===== src/rtl/slice_alu_pkg.sv =====
// Shared types and bit-level helpers for the sliced ALU.
// Assumes: single-bit operations only; all users are combinational.
package slice_alu_pkg;

    // Per-slice output select
    typedef enum logic [1:0] {
        SEL_AND  = 2'b00,
        SEL_OR   = 2'b01,
        SEL_SUM  = 2'b10,
        SEL_LESS = 2'b11
    } slice_sel_e;

    // Control word as seen at the top port
    typedef struct packed {
        logic       inv_a;
        logic       inv_b;
        slice_sel_e sel;
    } alu_ctrl_t;

    // Named control words
    localparam logic [3:0] CW_AND = 4'b0000;
    localparam logic [3:0] CW_OR  = 4'b0001;
    localparam logic [3:0] CW_ADD = 4'b0010;
    localparam logic [3:0] CW_SUB = 4'b0110;
    localparam logic [3:0] CW_SLT = 4'b0111;
    localparam logic [3:0] CW_NOR = 4'b1100;

    // Odd parity of the three adder inputs
    function automatic logic fa_sum(input logic x, input logic y, input logic c);
        return x ^ y ^ c;
    endfunction

    // Majority of the three adder inputs
    function automatic logic fa_carry(input logic x, input logic y, input logic c);
        return (y & c) | (x & c) | (x & y);
    endfunction

    // Four-way result pick inside one slice
    function automatic logic slice_pick(input slice_sel_e s, input logic f_and,
                                        input logic f_or, input logic f_sum,
                                        input logic f_less);
        logic r;
        case (s)
            SEL_AND:  r = f_and;
            SEL_OR:   r = f_or;
            SEL_SUM:  r = f_sum;
            default:  r = f_less;
        endcase
        return r;
    endfunction

endpackage


===== src/rtl/slice_alu_bit.sv =====
// One ordinary ALU slice (any bit but the most significant).
// Optionally complements each operand bit, forms AND/OR/sum, and picks one.
// Assumes: carry arrives from the slice below; less is 0 except at bit 0.
module slice_alu_bit
    import slice_alu_pkg::*;
(
    input  logic       a_i,
    input  logic       b_i,
    input  logic       inv_a_i,
    input  logic       inv_b_i,
    input  slice_sel_e sel_i,
    input  logic       carry_i,
    input  logic       less_i,
    output logic       res_o,
    output logic       carry_o
);

    logic a_eff;
    logic b_eff;
    logic sum_bit;

    // Operand conditioning, adder and result pick for this bit
    always_comb begin
        a_eff   = a_i ^ inv_a_i;
        b_eff   = b_i ^ inv_b_i;
        sum_bit = fa_sum(a_eff, b_eff, carry_i);
        carry_o = fa_carry(a_eff, b_eff, carry_i);
        res_o   = slice_pick(sel_i, a_eff & b_eff, a_eff | b_eff, sum_bit, less_i);
    end

endmodule


===== src/rtl/slice_alu_msb.sv =====
// Most significant ALU slice.
// Same datapath as an ordinary slice, plus the raw sum bit (set) that feeds
// set-less-than, and the overflow flag from its carry-in/carry-out pair.
// Assumes: its own less input is tied to 0 by the parent.
module slice_alu_msb
    import slice_alu_pkg::*;
(
    input  logic       a_i,
    input  logic       b_i,
    input  logic       inv_a_i,
    input  logic       inv_b_i,
    input  slice_sel_e sel_i,
    input  logic       carry_i,
    input  logic       less_i,
    output logic       res_o,
    output logic       carry_o,
    output logic       set_o,
    output logic       ovf_o
);

    logic a_eff;
    logic b_eff;

    // Operand conditioning, adder, pick, set and overflow for the top bit
    always_comb begin
        a_eff   = a_i ^ inv_a_i;
        b_eff   = b_i ^ inv_b_i;
        set_o   = fa_sum(a_eff, b_eff, carry_i);
        carry_o = fa_carry(a_eff, b_eff, carry_i);
        ovf_o   = carry_i ^ carry_o;
        res_o   = slice_pick(sel_i, a_eff & b_eff, a_eff | b_eff, set_o, less_i);
    end

endmodule


===== src/rtl/slice_alu_zero.sv =====
// Zero detect over the assembled result, as a balanced OR tree.
// Assumes: WIDTH >= 1; purely combinational.
module slice_alu_zero #(
    parameter int WIDTH = 32
) (
    input  logic [WIDTH-1:0] vec_i,
    output logic             zero_o
);

    localparam int LEVELS = (WIDTH > 1) ? $clog2(WIDTH) : 1;
    localparam int PADDED = 1 << LEVELS;

    logic [2*PADDED-2:0] node;

    // Leaves: result bits, padded with zeros
    genvar gi;
    generate
        for (gi = 0; gi < PADDED; gi++) begin : g_leaf
            if (gi < WIDTH) begin : g_real
                assign node[PADDED-1+gi] = vec_i[gi];
            end else begin : g_pad
                assign node[PADDED-1+gi] = 1'b0;
            end
        end
        for (gi = 0; gi < PADDED-1; gi++) begin : g_or
            assign node[gi] = node[2*gi+1] | node[2*gi+2];
        end
    endgenerate

    // Root of the tree inverted gives the flag
    assign zero_o = ~node[0];

endmodule


===== src/rtl/slice_alu.sv =====
// Top of the bit-sliced ripple ALU.
// Chains WIDTH slices through a ripple carry; bit 0 takes carry-in from
// inv_b and its less input from the top slice's set output.
// Assumes: WIDTH >= 2; no clock, no state.
module slice_alu
    import slice_alu_pkg::*;
#(
    parameter int WIDTH = 32
) (
    input  logic [WIDTH-1:0] op_a,
    input  logic [WIDTH-1:0] op_b,
    input  logic [3:0]       ctrl,
    output logic [WIDTH-1:0] result,
    output logic             carry_out,
    output logic             overflow,
    output logic             zero
);

    localparam int TOP = WIDTH - 1;

    alu_ctrl_t  cw;
    logic [WIDTH:0] carry;
    logic           set_bit;

    // Unpack the control word and seed the carry chain
    always_comb begin
        cw       = alu_ctrl_t'(ctrl);
        carry[0] = cw.inv_b;
    end

    genvar gi;
    generate
        for (gi = 0; gi < WIDTH; gi++) begin : g_slice
            if (gi == TOP) begin : g_top
                slice_alu_msb u_msb (
                    .a_i     (op_a[gi]),
                    .b_i     (op_b[gi]),
                    .inv_a_i (cw.inv_a),
                    .inv_b_i (cw.inv_b),
                    .sel_i   (cw.sel),
                    .carry_i (carry[gi]),
                    .less_i  (1'b0),
                    .res_o   (result[gi]),
                    .carry_o (carry[gi+1]),
                    .set_o   (set_bit),
                    .ovf_o   (overflow)
                );
            end else if (gi == 0) begin : g_low
                slice_alu_bit u_bit (
                    .a_i     (op_a[gi]),
                    .b_i     (op_b[gi]),
                    .inv_a_i (cw.inv_a),
                    .inv_b_i (cw.inv_b),
                    .sel_i   (cw.sel),
                    .carry_i (carry[gi]),
                    .less_i  (set_bit),
                    .res_o   (result[gi]),
                    .carry_o (carry[gi+1])
                );
            end else begin : g_mid
                slice_alu_bit u_bit (
                    .a_i     (op_a[gi]),
                    .b_i     (op_b[gi]),
                    .inv_a_i (cw.inv_a),
                    .inv_b_i (cw.inv_b),
                    .sel_i   (cw.sel),
                    .carry_i (carry[gi]),
                    .less_i  (1'b0),
                    .res_o   (result[gi]),
                    .carry_o (carry[gi+1])
                );
            end
        end
    endgenerate

    // Carry leaving the chain
    assign carry_out = carry[WIDTH];

    slice_alu_zero #(.WIDTH(WIDTH)) u_zero (
        .vec_i  (result),
        .zero_o (zero)
    );

endmodule


===== config.mk =====
export PLATFORM = sky130hd
export DESIGN_NAME = slice_alu
export DESIGN_NICKNAME = d
export VERILOG_FILES = /design/src/rtl/slice_alu_pkg.sv /design/src/rtl/slice_alu_bit.sv /design/src/rtl/slice_alu_msb.sv /design/src/rtl/slice_alu_zero.sv /design/src/rtl/slice_alu.sv
export SDC_FILE = /design/constraint.sdc
export NUM_CORES = 1
export LEC_CHECK = 0
export ABC_AREA = 1
export BUFFER_PORTS_ARGS = -buffer_cell sky130_fd_sc_hd__buf_2
export CORE_MARGIN = 5
export CORE_UTILIZATION = 50
export DETAILED_ROUTE_END_ITERATION = 10
export GPL_TIMING_DRIVEN = 0
export PLACE_DENSITY_LB_ADDON = 0.25
export SLEW_MARGIN = 15
export SYNTH_ARGS = -nofsm -noshare
export SYNTH_HDL_FRONTEND = slang
export SYNTH_SLANG_ARGS = --single-unit

===== constraint.sdc =====
create_clock -name vclk -period 20.1
set_input_delay 1.005 -clock vclk [all_inputs]
set_output_delay 1.005 -clock vclk [all_outputs]
set_load 0.05 [all_outputs]

==> flow_summary.json <==
{
  "port_buffers": 100,
  "seq_cell_count": 0,
  "grt_pass1_vias": 2999,
  "synthDistinctLibCells": 19,
  "post_cts.repair.setup_buffers": 0,
  "ioPinCount": 103,
  "yosysSeqAreaShare_pct": 0,
  "slowest_delay_ns": 0.52,
  "grt_antenna_before_repair": 0,
  "final_nets": 775,
  "rsz0062_at_grt": "false",
  "crit_path_top_delay_cell": "fa_1",
  "vias_per_cell": 4.33,
  "crit_required_ns": 19.09,
  "vias": 3060,
  "core_sq_um": 6830,
  "die_width_um": 93.9,
  "num_antenna_cells": 0,
  "drtIter0Drc": 62,
  "drc_errors": 0,
  "pwr-share-clk_pct": 0,
  "layout_min_cycle_time_ns": 17.58,
  "syn_area_sq_um": 3520,
  "register_area_sq_um": 0,
  "synth.avg_cell_area_sq_um": 6.91,
  "setup_viol": 0,
  "areaGrowthSynthToFinish_pct": 17.6,
  "period_share_pct": 87.5,
  "drtAntennaViolNets": 0,
  "grt_remaining_overflow": 0,
  "finalHoldViolations": 0,
  "hold_class": "in2out",
  "critical_path.startpoint_type": "primary input",
  "power.switching_uw": 122,
  "slew_headroom_pct": 66.1,
  "fill_cells": 677,
  "track_usage_pct": 19.1,
  "end_kind": "output pin",
  "post_dp_cell_area_sq_um": 4140,
  "leakagePower_nw": 2.47,
  "routedWlPerCell_um": 11.8,
  "critPathKind": "in2out",
  "grt_pass1_wl_mm": 13.6,
  "postCtsHoldBufs": 0,
  "critical_path_arrival_ns": 16.58,
  "die_y_um": 93.9,
  "final.clkbuf_count": 0,
  "sw_frac_of_total_pct": 63.7,
  "synth_cells": 510,
  "p_per_area_nw_per_um2": 46.1,
  "placementRows": 30,
  "worst_pin_slew_ns": 0.507,
  "fmax_mhz": 56.9,
  "p_total_uw": 191,
  "dieArea_sq_um": 8820,
  "status": "complete, no violations",
  "peakVddDrop_mv": 0.0271,
  "drv_slew": 0,
  "cap_violations": 0,
  "stdcell_area_sq_um": 4140,
  "drive_gt1_share_pct": 24.6,
  "syn-num-nets": 673,
  "cts_resized": 0,
  "yosys_warnings": 0,
  "p_int_uw": 69.4,
  "routed_wl_mm": 8.35,
  "final_core_util_pct": 60.6,
  "dp_hpwl_mm": 7.08,
  "place.gp.congestion": 0.865,
  "dr.pass1.iters": 4,
  "crit_path_frequent_cell": "fa_1",
  "setup-tns-final_ns": 0,
  "cp_max_fo": 10,
  "seq_power_share_pct": 0,
  "grt_max_degree": 11,
  "initial_core_util_pct": 51.6,
  "power_frac_comb_pct": 100.0
}
[logic make-up after synthesis]
group                      count (synthesis)  synth area share (%)
and+or+nand+nor                          171                  19.8
xor gates and xnor gates                  64                  15.9
buffers and inverters                    178                  23.6
AOI/OAI and AO/OA                          2                 0.355
adders and majority gates                 95                  40.4
[power groups by stage]
stage	Clock, mW	Sequential [mW]	Combinational [mW]
2_1_floorplan	0	0	0.152
3_3_place_gp	0	0	0.187
3_5_place_dp	0	0	0.193
4_1_cts	0	0	0.194
5_1_grt	0	0	0.215
6_report	0	0	0.191
[placed cells by master, fill, tap and decap left out]
cell type,count
o211ai_1,1
o21ai_0,1
inv_1,128
nand2_1,108
nor3_1,1
or2_2,1
xor2_1,2
buf_4,34
nand3_1,33
nand3b_1,2
nor2_1,25
inv_2,1
nor2_2,1
buf_6,3
buf_2,110
xnor2_1,62
fa_1,31
clkbuf_1,2
ha_1,64
[synth_stat cells, drive strengths merged]
master | number | area, sq um
nand3 | 33 | 165
ha | 64 | 801
or2 | 1 | 6.26
nor3 | 1 | 5.00
nand3b | 2 | 15.0
nand2 | 108 | 405
xnor2 | 62 | 543
o211ai | 1 | 7.51
inv | 129 | 484
fa | 31 | 621
nor2 | 26 | 100
o21ai | 1 | 5.00
clkbuf | 2 | 7.51
buf | 47 | 339
xor2 | 2 | 17.5
[final timing paths]
path	start	to	slack [ns]	depth (start not counted)
worst min-delay path	ctrl[1]	result[3]	2.66	5
worst max-delay path	ctrl[2]	zero	2.52	45
[worst max-delay path: cells and delay by family]
kind                     cells  cell delay, ns
AND/OR/NAND/NOR              7            0.70
adder cells (fa/ha/maj)     31           13.47
XOR/XNOR                     1            0.21
buffers and inverters        6            1.21
[layer usage]
| metal | routed length, um | part of all wire (%) | global-route usage [%] | vias up |
|---|---|---|---|---|
| li1 | - | - | - | 1597 |
| met1 | 3680 | 44 | 24.2 | 1401 |
| met2 | 4350 | 52 | 37.2 | 60 |
| met3 | 304 | 3.6 | 1.12 | 2 |
| met4 | 11 | 0.13 | 0.241 | 0 |
| met5 | 0 | 0 | 0 | - |
[metrics by stage]
| step | setup slack [ns] | hold WS, ns | instances |
|---|---|---|---|
| CTS | 2.37 | 2.65 | 706 |
| detailed placement | 2.43 | 2.65 | 706 |
| global route | 1.87 | 2.68 | 706 |
| finish | 2.52 | 2.66 | 706 |
| global placement | 2.55 | 2.66 | 706 |
| floorplan | 3.34 | 2.33 | 510 |
[final cells by class]
type                       instances  area (sq um)  share of cell area [%]
buffer                            49           347                    8.37
multi-input combinational        332          2690                    65.0
inverter                         129           484                    11.7
timing repair buffer             100           500                    12.1
tap                               96           120                    2.90
Power figures use the tool's default switching activity.
